==> config.mk <==
export PLATFORM = sky130hd
export DESIGN_NAME = i2cb_master
export DESIGN_NICKNAME = d
export VERILOG_FILES = /design/src/rtl/i2cb_pkg.sv /design/src/rtl/i2cb_tick.sv /design/src/rtl/i2cb_phy.sv /design/src/rtl/i2cb_master.sv
export SDC_FILE = /design/constraint.sdc
export NUM_CORES = 1
export LEC_CHECK = 0
export BUFFER_PORTS_ARGS = -buffer_cell sky130_fd_sc_hd__buf_2
export CORE_MARGIN = 5
export CORE_UTILIZATION = 55
export CTS_BUF_LIST = sky130_fd_sc_hd__clkbuf_16
export CTS_CLUSTER_SIZE = 10
export DETAILED_ROUTE_END_ITERATION = 16
export PLACE_DENSITY = 0.79
export SYNTH_ARGS = -nofsm -noshare
export SYNTH_HDL_FRONTEND = slang
export SYNTH_SLANG_ARGS = --single-unit
==> constraint.sdc <==
create_clock -name clk -period 2.97 [get_ports clk]
set_input_delay 0.4455 -clock clk [delete_from_list [all_inputs] [get_ports clk]]
set_output_delay 0.4455 -clock clk [all_outputs]
set_load 0.05 [all_outputs]
==> src/rtl/i2cb_pkg.sv <==
package i2cb_pkg;

    localparam int REG_COUNT  = 0;
    localparam int REG_STATUS = 1;
    localparam int REG_CTRL   = 2;
    localparam int REG_ADDR   = 3;
    localparam int REG_DATA0  = 4;

    typedef enum logic [1:0] {
        OP_START = 2'd0,
        OP_STOP  = 2'd1,
        OP_BIT   = 2'd2
    } phy_op_e;

    typedef enum logic [2:0] {
        SQ_IDLE  = 3'd0,
        SQ_START = 3'd1,
        SQ_ADDR  = 3'd2,
        SQ_DATA  = 3'd3,
        SQ_STOP  = 3'd4
    } seq_e;

endpackage

==> src/rtl/i2cb_tick.sv <==
module i2cb_tick #(
    parameter int QUARTER = 4
) (
    input  logic clk,
    input  logic rst_n,
    input  logic run,
    input  logic hold,
    output logic tick
);
    localparam int CW = (QUARTER > 1) ? $clog2(QUARTER) : 1;

    logic [CW-1:0] cnt_d, cnt_q;

    always_comb begin
        tick  = run && !hold && (cnt_q == CW'(QUARTER - 1));
        cnt_d = cnt_q;
        if (!run) begin
            cnt_d = '0;
        end else if (!hold) begin
            cnt_d = tick ? '0 : cnt_q + CW'(1);
        end
    end

    always_ff @(posedge clk or negedge rst_n) begin
        if (!rst_n) cnt_q <= '0;
        else        cnt_q <= cnt_d;
    end
endmodule

==> src/rtl/i2cb_phy.sv <==
module i2cb_phy
    import i2cb_pkg::*;
(
    input  logic    clk,
    input  logic    rst_n,
    input  logic    cmd_valid,
    input  phy_op_e cmd_op,
    input  logic    cmd_bit,
    input  logic    tick,
    input  logic    scl_i,
    input  logic    sda_i,
    output logic    run,
    output logic    hold,
    output logic    done,
    output logic    rx_bit,
    output logic    cond_active,
    output logic    scl_oe,
    output logic    sda_oe
);
    typedef struct packed {
        logic    busy;
        phy_op_e op;
        logic [1:0] ph;
        logic    scl_oe;
        logic    sda_oe;
        logic    tx;
        logic    rx;
        logic    done;
    } phy_s;

    phy_s d, q;

    always_comb begin
        d      = q;
        d.done = 1'b0;
        if (!q.busy) begin
            if (cmd_valid) begin
                d.busy = 1'b1;
                d.op   = cmd_op;
                d.ph   = 2'd0;
                d.tx   = cmd_bit;
            end
        end else if (tick) begin
            d.ph = q.ph + 2'd1;
            unique case (q.op)
                OP_START: begin
                    case (q.ph)
                        2'd0: d.sda_oe = 1'b0;
                        2'd1: d.scl_oe = 1'b0;
                        2'd2: d.sda_oe = 1'b1;
                        default: begin
                            d.scl_oe = 1'b1;
                            d.busy   = 1'b0;
                            d.done   = 1'b1;
                        end
                    endcase
                end
                OP_STOP: begin
                    case (q.ph)
                        2'd0: d.sda_oe = 1'b1;
                        2'd1: d.scl_oe = 1'b0;
                        2'd2: d.sda_oe = 1'b0;
                        default: begin
                            d.busy = 1'b0;
                            d.done = 1'b1;
                        end
                    endcase
                end
                default: begin
                    case (q.ph)
                        2'd0: d.sda_oe = ~q.tx;
                        2'd1: d.scl_oe = 1'b0;
                        2'd2: d.rx     = sda_i;
                        default: begin
                            d.scl_oe = 1'b1;
                            d.busy   = 1'b0;
                            d.done   = 1'b1;
                        end
                    endcase
                end
            endcase
        end
    end

    always_ff @(posedge clk or negedge rst_n) begin
        if (!rst_n) begin
            q <= '{busy: 1'b0, op: OP_BIT, ph: 2'd0, scl_oe: 1'b0,
                   sda_oe: 1'b0, tx: 1'b1, rx: 1'b1, done: 1'b0};
        end else begin
            q <= d;
        end
    end

    assign run         = q.busy;
    assign hold        = q.busy && !q.scl_oe && !scl_i;
    assign done        = q.done;
    assign rx_bit      = q.rx;
    assign cond_active = q.busy && (q.op != OP_BIT);
    assign scl_oe      = q.scl_oe;
    assign sda_oe      = q.sda_oe;
endmodule

==> src/rtl/i2cb_master.sv <==
module i2cb_master
    import i2cb_pkg::*;
#(
    parameter int NBYTES  = 16,
    parameter int QUARTER = 4,
    parameter int ADDR_W  = 5
) (
    input  logic              clk,
    input  logic              rst_n,
    input  logic              reg_wr,
    input  logic [ADDR_W-1:0] reg_addr,
    input  logic [7:0]        reg_wdata,
    output logic [7:0]        reg_rdata,
    input  logic              scl_i,
    input  logic              sda_i,
    output logic              scl_oe,
    output logic              sda_oe
);
    localparam int IW = (NBYTES > 1) ? $clog2(NBYTES) : 1;

    typedef struct packed {
        seq_e                   sq;
        logic [IW-1:0]          cnt;
        logic [7:0]             addr;
        logic [NBYTES-1:0][7:0] pay;
        logic                   busy;
        logic                   err;
        logic                   cmp;
        logic                   held;
        logic [IW-1:0]          idx;
        logic [3:0]             bitn;
        logic [7:0]             sh;
        logic                   issue;
        phy_op_e                op;
        logic                   tx;
    } top_s;

    top_s d, q;

    logic phy_tick, phy_run, phy_hold, phy_done, phy_rx, phy_cond;

    wire ctrl_en_wr = reg_wr && (reg_addr == ADDR_W'(REG_CTRL)) && reg_wdata[0];

    i2cb_tick #(.QUARTER(QUARTER)) u_tick (
        .clk   (clk),
        .rst_n (rst_n),
        .run   (phy_run),
        .hold  (phy_hold),
        .tick  (phy_tick)
    );

    i2cb_phy u_phy (
        .clk         (clk),
        .rst_n       (rst_n),
        .cmd_valid   (q.issue),
        .cmd_op      (q.op),
        .cmd_bit     (q.tx),
        .tick        (phy_tick),
        .scl_i       (scl_i),
        .sda_i       (sda_i),
        .run         (phy_run),
        .hold        (phy_hold),
        .done        (phy_done),
        .rx_bit      (phy_rx),
        .cond_active (phy_cond),
        .scl_oe      (scl_oe),
        .sda_oe      (sda_oe)
    );

    logic          rd_phase;
    logic [IW-1:0] nidx;
    logic [7:0]    nbyte;

    always_comb begin
        d        = q;
        rd_phase = (q.sq == SQ_DATA) && q.addr[0];
        nidx     = (q.sq == SQ_ADDR) ? '0 : q.idx + IW'(1);
        nbyte    = q.addr[0] ? 8'hFF : q.pay[nidx];

        if (q.issue && !phy_run) d.issue = 1'b0;

        // software writes, accepted only while the engine is idle
        if (reg_wr && !q.busy) begin
            if (reg_addr == ADDR_W'(REG_COUNT)) d.cnt = reg_wdata[IW-1:0];
            if (reg_addr == ADDR_W'(REG_ADDR))  d.addr = reg_wdata;
            for (int i = 0; i < NBYTES; i++) begin
                if (reg_addr == ADDR_W'(REG_DATA0 + i)) d.pay[i] = reg_wdata;
            end
            if (ctrl_en_wr) begin
                if (reg_wdata[2]) begin
                    d.busy  = 1'b1;
                    d.sq    = SQ_START;
                    d.idx   = '0;
                    d.issue = 1'b1;
                    d.op    = OP_START;
                end else begin
                    d.err = 1'b0;
                    if (q.held) begin
                        d.busy  = 1'b1;
                        d.sq    = SQ_STOP;
                        d.issue = 1'b1;
                        d.op    = OP_STOP;
                    end
                end
            end else if (reg_addr == ADDR_W'(REG_CTRL) && !reg_wdata[2]) begin
                d.err = 1'b0;
            end
        end

        // burst sequencer, advanced by each finished bus operation
        if (phy_done) begin
            unique case (q.sq)
                SQ_START: begin
                    d.held  = 1'b1;
                    d.sq    = SQ_ADDR;
                    d.sh    = q.addr;
                    d.bitn  = 4'd0;
                    d.issue = 1'b1;
                    d.op    = OP_BIT;
                    d.tx    = q.addr[7];
                end
                SQ_ADDR, SQ_DATA: begin
                    if (q.bitn < 4'd8) begin
                        d.sh    = {q.sh[6:0], phy_rx};
                        d.bitn  = q.bitn + 4'd1;
                        d.issue = 1'b1;
                        d.op    = OP_BIT;
                        if (q.bitn == 4'd7) begin
                            d.tx = rd_phase ? (q.idx == q.cnt) : 1'b1;
                            if (rd_phase) d.pay[q.idx] = {q.sh[6:0], phy_rx};
                        end else begin
                            d.tx = q.sh[6];
                        end
                    end else if (!rd_phase && phy_rx) begin
                        d.err  = 1'b1;
                        d.busy = 1'b0;
                        d.sq   = SQ_IDLE;
                    end else if (q.sq == SQ_DATA && q.idx == q.cnt) begin
                        d.cmp  = 1'b1;
                        d.err  = 1'b0;
                        d.busy = 1'b0;
                        d.sq   = SQ_IDLE;
                    end else begin
                        d.sq    = SQ_DATA;
                        d.idx   = nidx;
                        d.sh    = nbyte;
                        d.bitn  = 4'd0;
                        d.issue = 1'b1;
                        d.op    = OP_BIT;
                        d.tx    = nbyte[7];
                    end
                end
                SQ_STOP: begin
                    d.held = 1'b0;
                    d.busy = 1'b0;
                    d.sq   = SQ_IDLE;
                end
                default: ;
            endcase
        end
    end

    always_ff @(posedge clk or negedge rst_n) begin
        if (!rst_n) begin
            q <= '{sq: SQ_IDLE, cnt: '0, addr: '0, pay: '0, busy: 1'b0,
                   err: 1'b0, cmp: 1'b0, held: 1'b0, idx: '0, bitn: '0,
                   sh: '0, issue: 1'b0, op: OP_BIT, tx: 1'b1};
        end else begin
            q <= d;
        end
    end

    always_comb begin
        reg_rdata = 8'h00;
        if (reg_addr == ADDR_W'(REG_COUNT))  reg_rdata = 8'(q.cnt);
        if (reg_addr == ADDR_W'(REG_STATUS)) reg_rdata = {4'b0, q.cmp, q.err, 1'b0, q.busy};
        if (reg_addr == ADDR_W'(REG_ADDR))   reg_rdata = q.addr;
        for (int i = 0; i < NBYTES; i++) begin
            if (reg_addr == ADDR_W'(REG_DATA0 + i)) reg_rdata = q.pay[i];
        end
    end

    // observation points for the bound checker
    logic          st_busy, st_err;
    logic [IW-1:0] st_cnt, st_idx;
    logic [7:0]    st_addr;
    assign st_busy = q.busy;
    assign st_err  = q.err;
    assign st_cnt  = q.cnt;
    assign st_idx  = q.idx;
    assign st_addr = q.addr;
endmodule

== Word level (Yosys, flattened, before mapping) ==
Index checks and enable logic that the tools add are counted.
Storage, ports and cells
  bits in registers: 179
  word-level logic and storage cells: 233
Operators by class
  reduce and logical (&&, ||, !) cells: 41
  $lt $le $gt $ge: 4
  bitwise operators: 5
  add/sub/neg operators: 4
  eq/ne operators: 36
  multiplexer cells: 105
Operators by type and width (number)
  128-bit two-way mux: 4
  8-bit two-way mux: 38
  152-bit two-way mux: 1
  145-bit two-way mux: 1
  128-bit bitwise mux: 1
  5-bit by 4-bit == test with 1-bit output (second input constant): 8
  20-bit two-way mux: 2
  3-bit two-way mux: 12
  4-bit two-way mux: 9
  8-bit binary-select mux with 4-bit select: 1
  8-bit demux with 4-bit select: 1
  16-bit case mux with 2 select lines: 1
  5-bit by 3-bit == test with 1-bit output (second input constant): 4
  5-bit == test (second input constant): 4
  1-bit two-way mux: 18
  16-bit two-way mux: 1
  2-bit two-way mux: 7
  1-bit logical AND: 13
  5-bit by 2-bit == test with 1-bit output (second input constant): 2
  4-bit by 5-bit < comparator with 1-bit output (second input constant): 2
  1-bit case mux with 2 select lines: 5
  2-bit AND reduction: 5
  5-bit AND reduction: 2
  3-bit case mux with 3 select lines: 1
  other kinds (28): 52

== Logic depth before layout (Yosys ltp) ==
  word-level depth: 20
  gate-level depth with buffers: 10
  mapped depth without buffers: 7

== By module ==
From an unflattened synthesis, not the netlist that was laid out.
Unflattened totals
  cells, all modules: 1294
  area, all modules: 11536.1 sq um
Modules (own cells, without submodules)
  i2cb_master: times used 1, cells each 1239, area each 10911.7 sq um, sequential area each 4156.5 sq um
  i2cb_phy: times used 1, cells each 46, area each 518.0 sq um, sequential area each 254.0 sq um
  i2cb_tick: times used 1, cells each 9, area each 106.4 sq um, sequential area each 50.0 sq um

== Worst setup path after synthesis ==
No wires, ideal clock.
  path kind: input-to-output
  start point: in reg_addr[3]
  end point: out reg_rdata[2]
  data required time: 2525 ps
  stages: 6
  arrival time: 2757 ps
  setup slack: -233 ps
  path through: buf_2 or3b_1 clkbuf_1 o311ai_1 a21oi_1 o31ai_1
On the way
  cells in the longest elaborated chain, start to end: 20
  elaborated cells between the ends (all ways): 38
  those cells by class: 18 x eq/ne; 19 x mux; 1 x reduce/logical
RTL lines
  start: declaration: line i2cb_master.sv:11  | input logic [ADDR_W-1:0] reg_addr,
  5-bit logical NOT: line i2cb_master.sv:175  | if (reg_addr == ADDR_W'(REG_COUNT)) reg_rdata = 8'(q.cnt);
  4-bit two-way mux: line i2cb_master.sv:175
  8-bit two-way mux: line i2cb_master.sv:176  | if (reg_addr == ADDR_W'(REG_STATUS)) reg_rdata = {4'b0, q.cmp, q.err, 1'b0, q.busy};
  8-bit two-way mux: line i2cb_master.sv:177  | if (reg_addr == ADDR_W'(REG_ADDR)) reg_rdata = q.addr;
  8-bit two-way mux (15 in series): line i2cb_master.sv:179  | if (reg_addr == ADDR_W'(REG_DATA0 + i)) reg_rdata = q.pay[i];
  8-bit two-way mux (*): line i2cb_master.sv:179
  end: declaration: line i2cb_master.sv:13  | output logic [7:0] reg_rdata,
Mark *: on every way between the ends. The rest lies on a longest branch, timed or not.

== Worst setup path in the final report ==
  start point: in reg_addr[2]
  end point: out reg_rdata[2]
Same word-level chain as after synthesis.

==> summary.txt <==
Global route
  – Largest net degree at the start of global routing: 69
  – Initial antenna violation count: 0
  – First-pass GRT wire length: 67500 µm
  – GRT Total Usage: 36.9%
  – Remaining Overflow, GRT: 0
  – Vias in the first global route: 10400

Floorplan
  – Chip height: 156 µm
  – Boundary Pins: 28
  – Core Area: 21000 µm²
  – Row count: 53
  – Initial Util: 55.7%
  – Die area: around 24000 µm²
  – Die width: 156 µm

Route
  – WL final: 44300 µm
  – DRT Pass-1 Iters: 5
  – Drt drc: 0
  – Routed length per placed instance: 27.1 µm
  – Post-route ant nets: 0
  – Vias: 11000
  – Initial DRC count: 1350
  – DR vias/cell: around 6.7

Critical path
  – Critical Path AT: roughly 2500 ps
  – Maximum fanout along the worst path: 21
  – Startpoint types: input pin
  – Crit. Startpoint: reg_addr[2]
  – Reg2reg end: q[10]
  – Reg2Reg Launch Point: st_idx[0]
  – CP Class: input pin to output pin
  – Worst path required time: between 2000 and 3000 ps
  – Reg-to-reg slack, setup: approximately 180 ps
  – Worst Reg-to-Reg Cells: 6
  – Worst setup EP type: output pin

Power
  – VDD IR-drop max: 429 µV
  – Pwr/cell area: 687 nW/µm²
  – Leakage: 0.00567 µW

Timing
  – Setup violators final: 0
  – Minimum clock period: 2920 ps
  – Slew Limit Headroom: 35.1%
  – Final hold vios: 0
  – Worst Skew: 14.4 ps
  – Setup TNS: 0 ps
  – Fmax: about 0.34 GHz
  – Fin crit share: 98.2%
  – Slew @ Worst Pin: 973 ps
  – Max-slew violations: 0
  – RSZ-0062 raised after global routing: no

Yosys
  – Synth async-reset ratio: 100%
  – Seq/Total Area, Yosys: 38.1%
  – Post-synth EDFFs: 0
  – Gate Count Post-Synth: 1317
  – Synth unique cells: 80
  – Post-Syn Area: 11700 µm²
  – Synth Warn #: 0
  – Syn nets: 1345
  – Mean Syn Cell Area: 8.89 µm²
  – Synth Register Bits: 178
  – Top FF cell, synth: dfrtp_1

Clocking
  – Postcts setup bufs: 0
  – # hold bufs at CTS: 0
  – Worst-skew pair later-pin latency: 440 ps
  – Num Clock Sinks: approximately 180
  – Clock-pin slew on the worst setup and hold paths: 70 ps
  – Root buf cell: clkbuf_16
  – Clk buf depth: 2
  – CTS tree: built
  – H-Tree Depth: 4
  – CTS buffer count: 17

Final layout
  – Layout cell share with drive strength beyond 1: between 10% and 20%
  – Area Overhead vs Synth: 11.8%
  – Fin nets: 1371
  – # diodes: 0
  – Design area: 13100 µm²

Placement
  – Final HPWL from detailed placement: 31900 µm
  – PortBufs: 27
  – Placed cell areas: ~12000 µm²
  – GPL Wtd Cong: 1.04

Worst hold path
  – Hold Path Class: input pin to async pin

Status
  – Outcome: finished clean

Run
  – Max-cap viol count: 0
kinds of logic after synthesis:
kind of cell	count (synthesis)	share of synthesized area, %
flops	178	38.1
buf+inv	130	4.95
xor+xnor	7	0.524
fa+ha+maj	10	1.07
mux	205	18.1
compound gates	399	20.9
simple gates	388	16.3
layout by cell type (no fill, tap or decap), types with 11 or more instances in the layout:
| cell | instances |
|---|---|
| a21oi_1 | 105 |
| a221oi_1 | 25 |
| a22oi_1 | 18 |
| buf_2 | 23 |
| buf_4 | 91 |
| clkbuf_16 | 17 |
| dfrtp_1 | 172 |
| inv_1 | 11 |
| mux2_2 | 24 |
| mux2i_1 | 177 |
| nand2_1 | 181 |
| nand3_1 | 18 |
| nor2_1 | 65 |
| nor2b_1 | 18 |
| nor3_1 | 25 |
| o21ai_0 | 65 |
| o21ai_1 | 84 |
| o31ai_1 | 13 |
worst max path at each step:
| stage | to | slack (ps) | depth (start not counted) |
|---|---|---|---|
| after floorplan | reg_rdata[7] | 60 | 8 |
| after global placement | reg_rdata[1] | 4 | 11 |
| after detailed placement | reg_rdata[1] | 10 | 11 |
| after CTS | reg_rdata[2] | 10 | 6 |
| after global routing | reg_rdata[4] | 4 | 9 |
| final | reg_rdata[2] | 50 | 6 |
per-stage QoR:
| step | cells | utilization, % | setup slack, ps | hold slack, ps | power (µW) |
|---|---|---|---|---|---|
| after floorplan | 1317 | - | 62.3 | 150 | 5360 |
| after global placement | 1599 | 59.5 | 4.42 | 485 | 6560 |
| after detailed placement | 1599 | 59.5 | 14.1 | 498 | 6660 |
| after CTS | 1631 | 62.2 | 10.5 | 38.5 | 8870 |
| after global routing | 1631 | 62.3 | 4.18 | 61.3 | 9350 |
| final | 1631 | 62.3 | 54.4 | 2.09 | 9000 |
Yosys cell counts, types with 5 or more instances:
library cell    n  area share, %
nand3b_1        6           0.38
nor2b_1        20            1.1
buf_2          52            2.2
o221ai_1        6           0.45
clkbuf_1       49            1.6
nand2b_1        9           0.48
o211ai_1        7           0.45
nor3_2          6           0.51
a21oi_1       105            4.5
ha_1           10            1.1
nor2_2          5           0.27
dfrtp_1       173             37
buf_4           7           0.45
buf_1          10           0.32
a22o_1          8           0.60
a22oi_1        18            1.2
a31oi_1        10           0.53
o21ai_1        84            3.6
o22ai_1         6           0.32
and3b_1         5           0.37
mux2_2         24            2.3
a211oi_1        9           0.58
and3_1          6           0.32
o21ai_0        65            2.8
nor2_1         68            2.2
dfstp_2         5            1.1
o31ai_1        14           0.90
a221oi_1       25            1.9
inv_1           9           0.29
mux2i_1       177             15
nand3_1        18           0.77
nand2_1       181            5.8
nor3_1         26            1.1
layer usage:
layer	global-route usage, %	part of all wire (%)
met1	54.1	43
met2	55.1	44
met3	7.38	9.8
met4	11.7	3.2
met5	0	0
sequential cells by signal, indices dropped and copies added (netlist names):
name / cells
u_phy.rx_bit: 1
u_phy.sda_oe: 1
u_phy.done: 1
st_err: 1
st_addr: 8
st_busy: 1
u_phy.run: 1
u_tick.cnt_q: 2
u_phy.scl_oe: 1
q: 148
st_idx: 4
u_phy.q: 5
st_cnt: 4
power by group:
| group | leakage [µW] | total [µW] | internal [µW] | switching [µW] |
|---|---|---|---|---|
| Sequential | 0.00195 | 3850 | 2960 | 891 |
| Clock | 0.000273 | 2220 | 1170 | 1060 |
| Combinational | 0.00344 | 2920 | 1090 | 1830 |
| Total | 0.00567 | 9000 | 5220 | 3780 |
repair_timing:
action	in CTS	in global routing
resized for setup	1	8
gates cloned	0	0
endpoints found under the setup margin	1	7
area by class of cell:
class                           instances  area [µm²]
Inverter                               12        45.0
Sequential cell                       178        4460
Fill cell                            1751        7930
Tap cell                              275         344
Clock buffer                           17         425
Multi-Input combinational cell       1009        6700
Clock inverter                         15         141
Timing Repair Buffer                  125         972
critical path: stages:
cell      delay (ps)
clkbuf_4         290
or3b_1           520
o311ai_1         410
a21oi_1          140
o31ai_2          330
buf_2            320
No activity file was read; power rests on OpenSTA's default activity.
